[src/rtl/mdio_pkg.sv]
package mdio_pkg;
  localparam int BUS_AW = 8;
  localparam logic [BUS_AW-1:0] OFS_CFG  = 8'h30;
  localparam logic [BUS_AW-1:0] OFS_CTL  = 8'h34;
  localparam logic [BUS_AW-1:0] OFS_DATA = 8'h38;
  localparam logic [BUS_AW-1:0] OFS_XREG = 8'h3C;

  localparam int BIT_BUSY = 31;
  localparam int BIT_RDERR = 1;
  localparam int BIT_C45 = 6;
  localparam int BIT_RDREQ = 15;

  localparam int FRAME_LEN = 64;
  localparam int TA_FIRST = 46;
  localparam int TA_LAST = 47;
  localparam int DATA_FIRST = 48;

  typedef enum logic [1:0] {ST_IDLE, ST_ARM, ST_RUN} frm_state_t;
endpackage

[src/rtl/mdio_clkgen.sv]
module mdio_clkgen #(
  parameter int MDC_HALF = 40
) (
  input  logic clk,
  input  logic rst,
  output logic mdc,
  output logic rise_tk,
  output logic fall_tk
);
  localparam int CW = (MDC_HALF > 1) ? $clog2(MDC_HALF) : 1;
  localparam logic [CW-1:0] LAST = CW'(MDC_HALF - 1);

  logic [CW-1:0] cnt;
  logic wrap;

  assign wrap = (cnt == LAST);
  assign rise_tk = wrap && !mdc;
  assign fall_tk = wrap && mdc;

  always_ff @(posedge clk) begin
    if (rst) begin
      cnt <= '0;
      mdc <= 1'b0;
    end else if (wrap) begin
      cnt <= '0;
      mdc <= ~mdc;
    end else begin
      cnt <= cnt + 1'b1;
    end
  end

  // MDC only toggles once the half-period counter has run out
  p_mdc_half_r9: assert property (@(posedge clk) disable iff (rst)
    !$stable(mdc) |-> $past(cnt) == LAST);
endmodule

[src/rtl/mdio_frame.sv]
module mdio_frame
  import mdio_pkg::*;
(
  input  logic        clk,
  input  logic        rst,
  input  logic        start_i,
  input  logic        is_read_i,
  input  logic [4:0]  phy_i,
  input  logic [4:0]  reg_i,
  input  logic [15:0] wdata_i,
  input  logic        rise_tk,
  input  logic        fall_tk,
  input  logic        mdio_i,
  output logic        mdio_o,
  output logic        mdio_oe,
  output logic        busy_o,
  output logic        done_o,
  output logic        done_rd_o,
  output logic [15:0] rx_o,
  output logic        ta_err_o
);
  localparam int CNT_W = $clog2(FRAME_LEN);
  localparam logic [CNT_W-1:0] CNT_LAST = CNT_W'(FRAME_LEN - 1);

  frm_state_t state;
  logic [FRAME_LEN-1:0] sh;
  logic [CNT_W-1:0] cnt;
  logic rd_q;
  logic [FRAME_LEN-1:0] frame;
  logic [CNT_W-1:0] cnt_nx;

  assign frame = {32'hFFFF_FFFF, 2'b01, (is_read_i ? 2'b10 : 2'b01), phy_i, reg_i,
                  (is_read_i ? 18'h3FFFF : {2'b10, wdata_i})};
  assign cnt_nx = cnt + 1'b1;
  assign busy_o = (state != ST_IDLE);

  always_ff @(posedge clk) begin
    if (rst) begin
      state <= ST_IDLE;
      sh <= '0;
      cnt <= '0;
      rd_q <= 1'b0;
      mdio_o <= 1'b1;
      mdio_oe <= 1'b0;
      done_o <= 1'b0;
      done_rd_o <= 1'b0;
      rx_o <= '0;
      ta_err_o <= 1'b0;
    end else begin
      done_o <= 1'b0;
      done_rd_o <= 1'b0;
      case (state)
        ST_IDLE: if (start_i) begin
          sh <= frame;
          rd_q <= is_read_i;
          ta_err_o <= 1'b0;
          state <= ST_ARM;
        end
        ST_ARM: if (fall_tk) begin
          mdio_o <= sh[FRAME_LEN-1];
          mdio_oe <= 1'b1;
          sh <= sh << 1;
          cnt <= '0;
          state <= ST_RUN;
        end
        default: begin
          if (rise_tk && rd_q) begin
            if (cnt == CNT_W'(TA_LAST)) ta_err_o <= mdio_i;
            if (cnt >= CNT_W'(DATA_FIRST)) rx_o <= {rx_o[14:0], mdio_i};
          end
          if (fall_tk) begin
            if (cnt == CNT_LAST) begin
              state <= ST_IDLE;
              mdio_o <= 1'b1;
              mdio_oe <= 1'b0;
              done_o <= 1'b1;
              done_rd_o <= rd_q;
            end else begin
              cnt <= cnt_nx;
              mdio_o <= sh[FRAME_LEN-1];
              sh <= sh << 1;
              mdio_oe <= !rd_q || (cnt_nx < CNT_W'(TA_FIRST));
            end
          end
        end
      endcase
    end
  end

  // the wire is only driven while a frame is in progress
  p_oe_busy_r3: assert property (@(posedge clk) disable iff (rst)
    mdio_oe |-> busy_o);
  // output data moves only on the falling MDC edge
  p_out_on_fall_r9: assert property (@(posedge clk) disable iff (rst)
    !$stable(mdio_o) |-> $past(fall_tk));
  // master releases the wire from turnaround on during reads
  p_release_read_r4: assert property (@(posedge clk) disable iff (rst)
    (state == ST_RUN && rd_q && cnt >= CNT_W'(TA_FIRST)) |-> !mdio_oe);
  // a new frame is only handed over when the engine is idle
  p_start_idle_r8: assert property (@(posedge clk) disable iff (rst)
    start_i |-> !busy_o);
endmodule

[src/rtl/mdio_regs.sv]
module mdio_regs
  import mdio_pkg::*;
(
  input  logic              clk,
  input  logic              rst,
  input  logic              bus_wr,
  input  logic              bus_rd,
  input  logic [BUS_AW-1:0] bus_addr,
  input  logic [31:0]       bus_wdata,
  output logic [31:0]       bus_rdata,
  input  logic              eng_busy,
  input  logic              done_i,
  input  logic              done_rd_i,
  input  logic [15:0]       rx_i,
  input  logic              ta_err_i,
  output logic              start_o,
  output logic              is_read_o,
  output logic [4:0]        phy_o,
  output logic [4:0]        reg_o,
  output logic [15:0]       data_o
);
  logic ctl_we, data_we, cfg_we, xreg_we;
  logic busy_all;
  logic c45_q, err_q;
  logic [31:0] xreg_q;

  assign busy_all = eng_busy | start_o;
  assign ctl_we  = bus_wr && (bus_addr == OFS_CTL);
  assign data_we = bus_wr && (bus_addr == OFS_DATA);
  assign cfg_we  = bus_wr && (bus_addr == OFS_CFG);
  assign xreg_we = bus_wr && (bus_addr == OFS_XREG);

  always_ff @(posedge clk) begin
    if (rst) begin
      start_o <= 1'b0;
      is_read_o <= 1'b0;
      phy_o <= '0;
      reg_o <= '0;
      data_o <= '0;
      c45_q <= 1'b0;
      err_q <= 1'b0;
      xreg_q <= '0;
    end else begin
      start_o <= 1'b0;
      if (cfg_we) c45_q <= bus_wdata[BIT_C45];
      if (xreg_we) xreg_q <= bus_wdata;
      if (ctl_we && !busy_all) begin
        phy_o <= bus_wdata[9:5];
        reg_o <= bus_wdata[4:0];
        if (bus_wdata[BIT_RDREQ]) begin
          start_o <= 1'b1;
          is_read_o <= 1'b1;
          err_q <= 1'b0;
        end
      end else if (data_we && !busy_all) begin
        data_o <= bus_wdata[15:0];
        start_o <= 1'b1;
        is_read_o <= 1'b0;
      end
      if (done_i && done_rd_i) begin
        data_o <= rx_i;
        err_q <= ta_err_i;
      end
    end
  end

  always_ff @(posedge clk) begin
    if (rst) begin
      bus_rdata <= '0;
    end else if (bus_rd) begin
      case (bus_addr)
        OFS_CFG: begin
          bus_rdata <= '0;
          bus_rdata[BIT_BUSY] <= busy_all;
          bus_rdata[BIT_C45] <= c45_q;
          bus_rdata[BIT_RDERR] <= err_q;
        end
        OFS_CTL:  bus_rdata <= {22'd0, phy_o, reg_o};
        OFS_DATA: bus_rdata <= {16'd0, data_o};
        OFS_XREG: bus_rdata <= xreg_q;
        default:  bus_rdata <= '0;
      endcase
    end
  end

  // control fields hold when a write lands during a frame
  p_ctl_hold_r8: assert property (@(posedge clk) disable iff (rst)
    (ctl_we && busy_all) |=> ($stable(phy_o) && $stable(reg_o)));
  // no second launch while one is pending or running
  p_no_restart_r8: assert property (@(posedge clk) disable iff (rst)
    busy_all |=> !start_o);
endmodule

[src/rtl/mdio_master.sv]
module mdio_master #(
  parameter int MDC_HALF = 40
) (
  input  logic        clk,
  input  logic        rst,
  input  logic        bus_wr,
  input  logic        bus_rd,
  input  logic [7:0]  bus_addr,
  input  logic [31:0] bus_wdata,
  output logic [31:0] bus_rdata,
  output logic        mdc,
  output logic        mdio_o,
  output logic        mdio_oe,
  input  logic        mdio_i
);
  logic rise_tk, fall_tk;
  logic start, is_read, eng_busy, done, done_rd, ta_err;
  logic [4:0] phy, regn;
  logic [15:0] wdata, rx;

  mdio_clkgen #(.MDC_HALF(MDC_HALF)) u_clk (
    .clk(clk), .rst(rst), .mdc(mdc), .rise_tk(rise_tk), .fall_tk(fall_tk)
  );

  mdio_regs u_regs (
    .clk(clk), .rst(rst), .bus_wr(bus_wr), .bus_rd(bus_rd), .bus_addr(bus_addr),
    .bus_wdata(bus_wdata), .bus_rdata(bus_rdata), .eng_busy(eng_busy),
    .done_i(done), .done_rd_i(done_rd), .rx_i(rx), .ta_err_i(ta_err),
    .start_o(start), .is_read_o(is_read), .phy_o(phy), .reg_o(regn), .data_o(wdata)
  );

  mdio_frame u_frame (
    .clk(clk), .rst(rst), .start_i(start), .is_read_i(is_read), .phy_i(phy),
    .reg_i(regn), .wdata_i(wdata), .rise_tk(rise_tk), .fall_tk(fall_tk),
    .mdio_i(mdio_i), .mdio_o(mdio_o), .mdio_oe(mdio_oe), .busy_o(eng_busy),
    .done_o(done), .done_rd_o(done_rd), .rx_o(rx), .ta_err_o(ta_err)
  );
endmodule

[config.mk]
export PLATFORM = sky130hd
export DESIGN_NAME = mdio_master
export DESIGN_NICKNAME = d
export VERILOG_FILES = /design/src/rtl/mdio_pkg.sv /design/src/rtl/mdio_clkgen.sv /design/src/rtl/mdio_frame.sv /design/src/rtl/mdio_regs.sv /design/src/rtl/mdio_master.sv
export SDC_FILE = /design/constraint.sdc
export NUM_CORES = 1
export LEC_CHECK = 0
export ABC_AREA = 1
export BUFFER_PORTS_ARGS = -buffer_cell sky130_fd_sc_hd__buf_2
export CORE_UTILIZATION = 63
export DETAILED_ROUTE_END_ITERATION = 10
export PLACE_DENSITY_LB_ADDON = 0.15
export SYNTH_ARGS = -nofsm -noshare
export SYNTH_HDL_FRONTEND = slang
export SYNTH_SLANG_ARGS = --single-unit
[constraint.sdc]
create_clock -name clk -period 2.9 [get_ports clk]
set_input_delay 0.145 -clock clk [delete_from_list [all_inputs] [get_ports clk]]
set_output_delay 0.145 -clock clk [all_outputs]
set_load 0.03 [all_outputs]
==> results of run 1 <==
-- cell type report --
cell class	instances	area share, %
clock buffers	22	5.05
inverters	81	3.36
well taps	172	2.34
multi-input cells	766	38.4
clock inverters	9	1.41
flip-flops and latches	195	42.4
repair buffers	107	6.99
-- tightest hold or removal path, cell delays in order --
cell and delay (ns):
buf_2 0.10, nand3_1 0.07, a21oi_1 0.07
-- worst max-delay path by stage --
stage	start	to
after detailed placement	u_frame.state[1]	u_frame.sh[62]
after global placement	u_frame.state[1]	u_frame.sh[42]
after floorplan	u_clk.mdc	u_frame.cnt[1]
final	u_frame.state[1]	u_frame.sh[62]
after global routing	u_clk.cnt[0]	u_frame.sh[39]
after CTS	u_frame.state[1]	u_frame.sh[62]
-- per-layer routing --
layer  vias up  track usage [%]
li1       3718                -
met1      3362             41.6
met2       236             47.6
met3        36             5.60
met4         0             10.3
met5         -                0
-- per-stage QoR --
stage | area [um^2] | std cells
floorplan | 8140 | 1114
global placement | 8460 | 1306
detailed placement | 8460 | 1306
CTS | 9200 | 1352
global route | 9200 | 1352
finish | 9200 | 1352
-- logic make-up (layout without fill, tap and decap cells) --
family,count (synthesis),after routing,synth area share (%)
AO/OA/AOI/OAI,257,257,16.8
XOR/XNOR,2,2,0.215
adder cells (fa/ha/maj),2,2,0.307
buffers and inverters,153,219,8.59
flip-flops,195,195,48.0
AND/OR/NAND/NOR,505,505,26.1
-- flip-flops by register name, summed over array words and instances (netlist names), 2 cells and up --
| register | count |
|---|---|
| u_frame.rx_o | 16 |
| u_regs.xreg_q | 32 |
| u_frame.state | 2 |
| u_regs.phy_o | 5 |
| u_regs.data_o | 16 |
| u_frame.cnt | 6 |
| u_regs.reg_o | 5 |
| u_regs.bus_rdata | 32 |
| u_clk.cnt | 6 |
| u_frame.sh | 64 |
-- cell usage in the layout, fill, tap and decap left out, types with 3 or more instances in the layout --
master,count
nor2_1,214
a31oi_1,14
clkbuf_16,17
nand2_2,6
nand4_1,3
nor3_1,3
nand3_2,4
buf_4,13
bufinv_16,3
buf_2,79
a21oi_1,90
inv_1,71
dfxtp_1,195
clkinvlp_4,4
nand3_1,76
nor2_4,5
clkbuf_1,3
a211oi_1,16
nand2_1,186
inv_2,9
o21ai_1,26
o21ai_0,100
o22ai_1,6
dlygate4sd3_1,15
-- power groups by stage --
stage          sequential, mW  combinational (mW)  clock [mW]
2_1_floorplan            2.87               0.319           0
3_3_place_gp             2.88               0.391           0
3_5_place_dp             2.88               0.398           0
4_1_cts                  2.82               0.418        2.39
5_1_grt                  2.83               0.477        2.50
6_report                 2.82               0.421        2.39
==> results.md, run 1 <==
- Vias in the first global route: 6558
- Top FF cell, synth: dfxtp_1
- Psw: 1.32 mW
- Final hold violation count: 0
- Post-layout nets: 1215
- Async set or reset register ratio after synthesis: 0%
- Multi-input gate area: 0.00353 mm^2
- Clk pwr share: 42.4%
- Max VDD drop: 0.394 mV
- IO buf count: 79
- Post-DP HPWL: 12200 um
- Routed length on met3: 1110 um
- Largest area contributor in the netlist: dfxtp_1
- Register area: 0.00390 mm^2
- Post-synth EDFFs: 0
- Most frequent cell after synthesis: nor2_1
- Max layer used: met4
- Worst Path Buf+Inv: 3
- Htree depth: 4
- Post-DRT Antenna Nets: 0
- Drt drc: 0
- Register-to-register setup slack: 0.79 ns
- Slew @ Worst Pin: 1.00 ns
- Min-delay src: bus_wdata[25]
- Hold Crit Class: input pin to register
- Final hold slack: 0.00490 ns
- Initial Utilization: 64.5%
- Startpoint Class: register
- Max Cap Viol: 0
- CP delay by family, top: simple AND/OR/NAND/NOR gates
- Design Power: 5.64 mW
- Unrepaired setup endpoints after global routing: false
- Count of pins over their slew limit: 0
- Drt first-iter violations: 789
- CTS sink cnt: 195
- Initial antenna violation count: 0
- Net Sw Frac: 23.4%
- Die X: 116 um
- Critical-path top delay cell: dfxtp_1
- Sequential area share after synthesis: 48.0%
- Largest net degree at the start of global routing: 89
- Status: complete, no violations
- # IOs: 80
- Pre-antenna DRT Iters: 5
- Critical Path RT: 3.22 ns
- Finished Core Util: 72.9%
- Syn_nets: 1161
- Number of inserted diodes: 0
- Fraction of layout cells with a size suffix above 1: 12.9%
- Max_slew headroom: 33.1%
- Final WL: 19300 um
- WHS Endpoint: u_regs.xreg_q[25]
- Most frequent cells after synthesis: nor2_1, dfxtp_1, nand2_1, o21ai_0, a21oi_1
- Inserted Clock Buffers: 17
- Synth area leaders: dfxtp_1, nor2_1, nand2_1
- Syn. warnings: 0
- First-pass GRT wire length: 31500 um
- Core area: 0.0126 mm^2
- Routed WL per cell: 14.3 um
- Dpl ws: 0.827 ns
- Setup violators final: 0
- Root buf cell: clkbuf_16
- Data arrival time of the worst path: 2.43 ns
- Mapped cell area: 0.00814 mm^2
- Clk_skew: 0.00781 ns
- Leak pwr: 3.76 nW
- Vias after detailed routing: 7352
- Mapped Cells: 1114
- Setup CP Type: register to register
- Most numerous cell on the critical path: nor2_1
- GPL Wtd Cong: 0.841
- Skew-Pair Late Insertion Delay: 0.43 ns
- Setup_tns: 0 ns
- Reg2Reg Capture Point: u_frame.sh[62]
- Critical Path Sink Type: register
- Routed metal-1 wirelength: 8950 um
- CTS tree: done
- Int Pwr: 4.32 mW
- Largest stage delay, worst path: 0.36 ns
- Crit-path max FO: 60
- Worst Hold Depth: 3
- Met2 WL: 8900 um
- Site Rows: 41
- Routed vias/inst: 5.44
- Critical path depth: 9
- Cell count of the worst reg-to-reg path: 9
- Clk buf depth: 2
- # hold bufs at CTS: 15
- Setup slack after layout: 0.789 ns
- Seq pwr share: 50.1%
- Min Clock Period, post-route: 2.11 ns
- Critical-path cell list: nor2_4 > buf_4 > nand2_2 > nand2_1 > inv_2 > nand2_4 > inv_6 > nor2_1 > nor2_1
- Synthesis-to-layout area growth: 13.1%
- Setup Buffers After CTS: 0
- Die ar.: 0.0134 mm^2
- Fin crit share: 72.8%
- Post-CTS sizing: 0
- Cell area power density: 613 mW/mm^2
- Fillers: 1034
- Synth top area share: 48.0%
- Clock slew at reported path FFs: 0.07 ns
- Worst R2R Start: u_frame.state[1]
- Final global-route overflow total: 0
- Distinct cells, synth: 37
- Fmax: 474 MHz
- Total Routing Usage GR: 30.1%
- Syn_area_per_cell: 7.31 um^2
- Die H: 116 um
- Combinational share of power: 7.5%
- Post-synthesis register bit count: 195
Power figures use the tool's default switching activity.
==> inputs of run 2 (changes only) <==
--- a/config.mk
+++ b/config.mk
@@ -7,7 +7,7 @@
 export LEC_CHECK = 0
 export ABC_AREA = 1
 export BUFFER_PORTS_ARGS = -buffer_cell sky130_fd_sc_hd__buf_2
-export CORE_UTILIZATION = 63
+export CORE_UTILIZATION = 53
 export DETAILED_ROUTE_END_ITERATION = 10
 export PLACE_DENSITY_LB_ADDON = 0.15
 export SYNTH_ARGS = -nofsm -noshare
==> constraint.sdc (replaced) <==
create_clock -name clk -period 1.9 [get_ports clk]
set_input_delay 0.095 -clock clk [delete_from_list [all_inputs] [get_ports clk]]
set_output_delay 0.095 -clock clk [all_outputs]
set_load 0.03 [all_outputs]
==> results.md, run 2 (synthesis results as in run 1) <==
- Status: complete, no violations
- Count of pins over their slew limit: 0
- Critical path depth: 10
- Fmax: 577 MHz
- CTS sink cnt: 195
- Final global-route overflow total: 0
- Cell count of the worst reg-to-reg path: 10
- Critical-path top delay cell: dfxtp_1
- Slew @ Worst Pin: 0.573 ns
- Cell area power density: 906 mW/mm^2
- Core area: 0.0148 mm^2
- Fraction of layout cells with a size suffix above 1: 13.7%
- Max Cap Viol: 0
- Setup violators final: 0
- Setup slack after layout: 0.167 ns
- Total Routing Usage GR: 25.3%
- Final hold violation count: 0
- Routed WL per cell: 13.6 um
- Top reg by flops: u_frame.sh
- Drt first-iter violations: 620
- Pre-antenna DRT Iters: 5
- Hold Crit Class: input pin to register
- GPL Wtd Cong: 0.819
- Max FFs per register: 64
- Unrepaired setup endpoints after global routing: true
- Post-layout nets: 1241
- Crit-path max FO: 28
- Final WL: 19000 um
- Data arrival time of the worst path: 2.11 ns
- CP delay by family, top: simple AND/OR/NAND/NOR gates
- Initial antenna violation count: 0
- Synthesis-to-layout area growth: 16.8%
- Multi-input gate area: 0.00353 mm^2
- Min Clock Period, post-route: 1.73 ns
- Inserted Clock Buffers: 17
- Setup CP Type: register to register
- Register area: 0.00390 mm^2
- Die ar.: 0.0159 mm^2
- Die X: 126 um
- Clk buf depth: 2
- IO buf count: 79
- Dpl ws: 0.113 ns
- Number of inserted diodes: 0
- Routed vias/inst: 5.25
- First-pass GRT wire length: 32500 um
- Critical Path Sink Type: register
- Max_slew headroom: 61.8%
- Fillers: 1336
- Site Rows: 44
- Critical Path RT: 2.27 ns
- Root buf cell: clkbuf_16
- Die H: 126 um
- CTS tree: done
- Vias in the first global route: 6658
- Commonest non-fill, non-tap cells in the layout: nor2_1, dfxtp_1, nand2_1
- Largest net degree at the start of global routing: 89
- Finished Core Util: 64.4%
- Most common cell after layout, fill and taps aside: nor2_1
- Vias after detailed routing: 7296
- Leak pwr: 3.91 nW
- Worst Hold Depth: 3
- Design Power: 8.61 mW
- Startpoint Class: register
- Drt drc: 0
- Fin crit share: 91.2%
- Clk_skew: 0.00705 ns
- Critical-path cell list: ha_1 > nand2_2 > nor2_4 > nand3_2 > nand2_1 > inv_2 > nand2_4 > buf_6 > o21ai_0 > nor2_1
- Post-DP HPWL: 12200 um
- Skew-Pair Late Insertion Delay: 0.43 ns
- Post-DRT Antenna Nets: 0
- Initial Utilization: 55.2%
- Largest regs: u_frame.sh x64, u_regs.bus_rdata x32, u_regs.xreg_q x32
- # IOs: 80
- Max VDD drop: 0.729 mV
- Htree depth: 4
- Clock slew at reported path FFs: 0.07 ns
- Setup Buffers After CTS: 0
- Largest stage delay, worst path: 0.39 ns
- Worst Path Buf+Inv: 2
-- run 2: repair_timing --
item                       CTS  global route
hold buffers                32             0
hold endpoints to repair    35             0
gates resized for setup      0             4
setup endpoints to repair    0            64
-- run 2: final cells by class --
| class | instances | area share [%] |
|---|---|---|
| flip-flops and latches | 195 | 41.1 |
| multi-input cells | 766 | 37.2 |
| repair buffers | 133 | 9.74 |
| clock buffers | 17 | 4.48 |
| inverters | 81 | 3.28 |
| well taps | 184 | 2.42 |
| clock inverters | 15 | 1.80 |
-- run 2: path summary, 6_finish.rpt --
| kind | slack [ns] | endpoint | startpoint |
|---|---|---|---|
| setup / recovery | 0.17 | u_frame.sh[7] | u_frame.cnt[0] |
| hold / removal | 0.05 | u_regs.xreg_q[20] | bus_wr |
| setup reg to reg | 0.17 | u_frame.sh[7] | u_frame.cnt[0] |
| hold reg to reg | 0.45 | u_regs.xreg_q[31] | u_regs.xreg_q[31] |
-- run 2: stage by stage --
step | hold slack (ns) | cells | TNS, ns | area [um^2]
floorplan | 0.244 | 1114 | 0 | 8140
global placement | 0.373 | 1327 | 0 | 8580
detailed placement | 0.375 | 1327 | 0 | 8580
CTS | 0.0327 | 1391 | 0 | 9490
global route | 0.0454 | 1391 | -0.121 | 9500
finish | 0.0463 | 1391 | 0 | 9500
-- run 2: worst min-delay path: cells and delay by family --
family / cells / cell delay [ns]
buf+inv: 1 / 0.18
simple gates: 1 / 0.10
compound gates: 1 / 0.06
-- run 2: routing by layer --
metal  track usage (%)  share of wire [%]
met1              33.9                 47
met2              41.4                 48
met3              4.89                4.1
met4              7.58                1.1
met5                 0                  0
-- run 2: report_power, final --
group / internal [mW] / switching [mW]
Sequential: 4.23 / 0.0721
Clock: 1.98 / 1.65
Combinational: 0.263 / 0.417
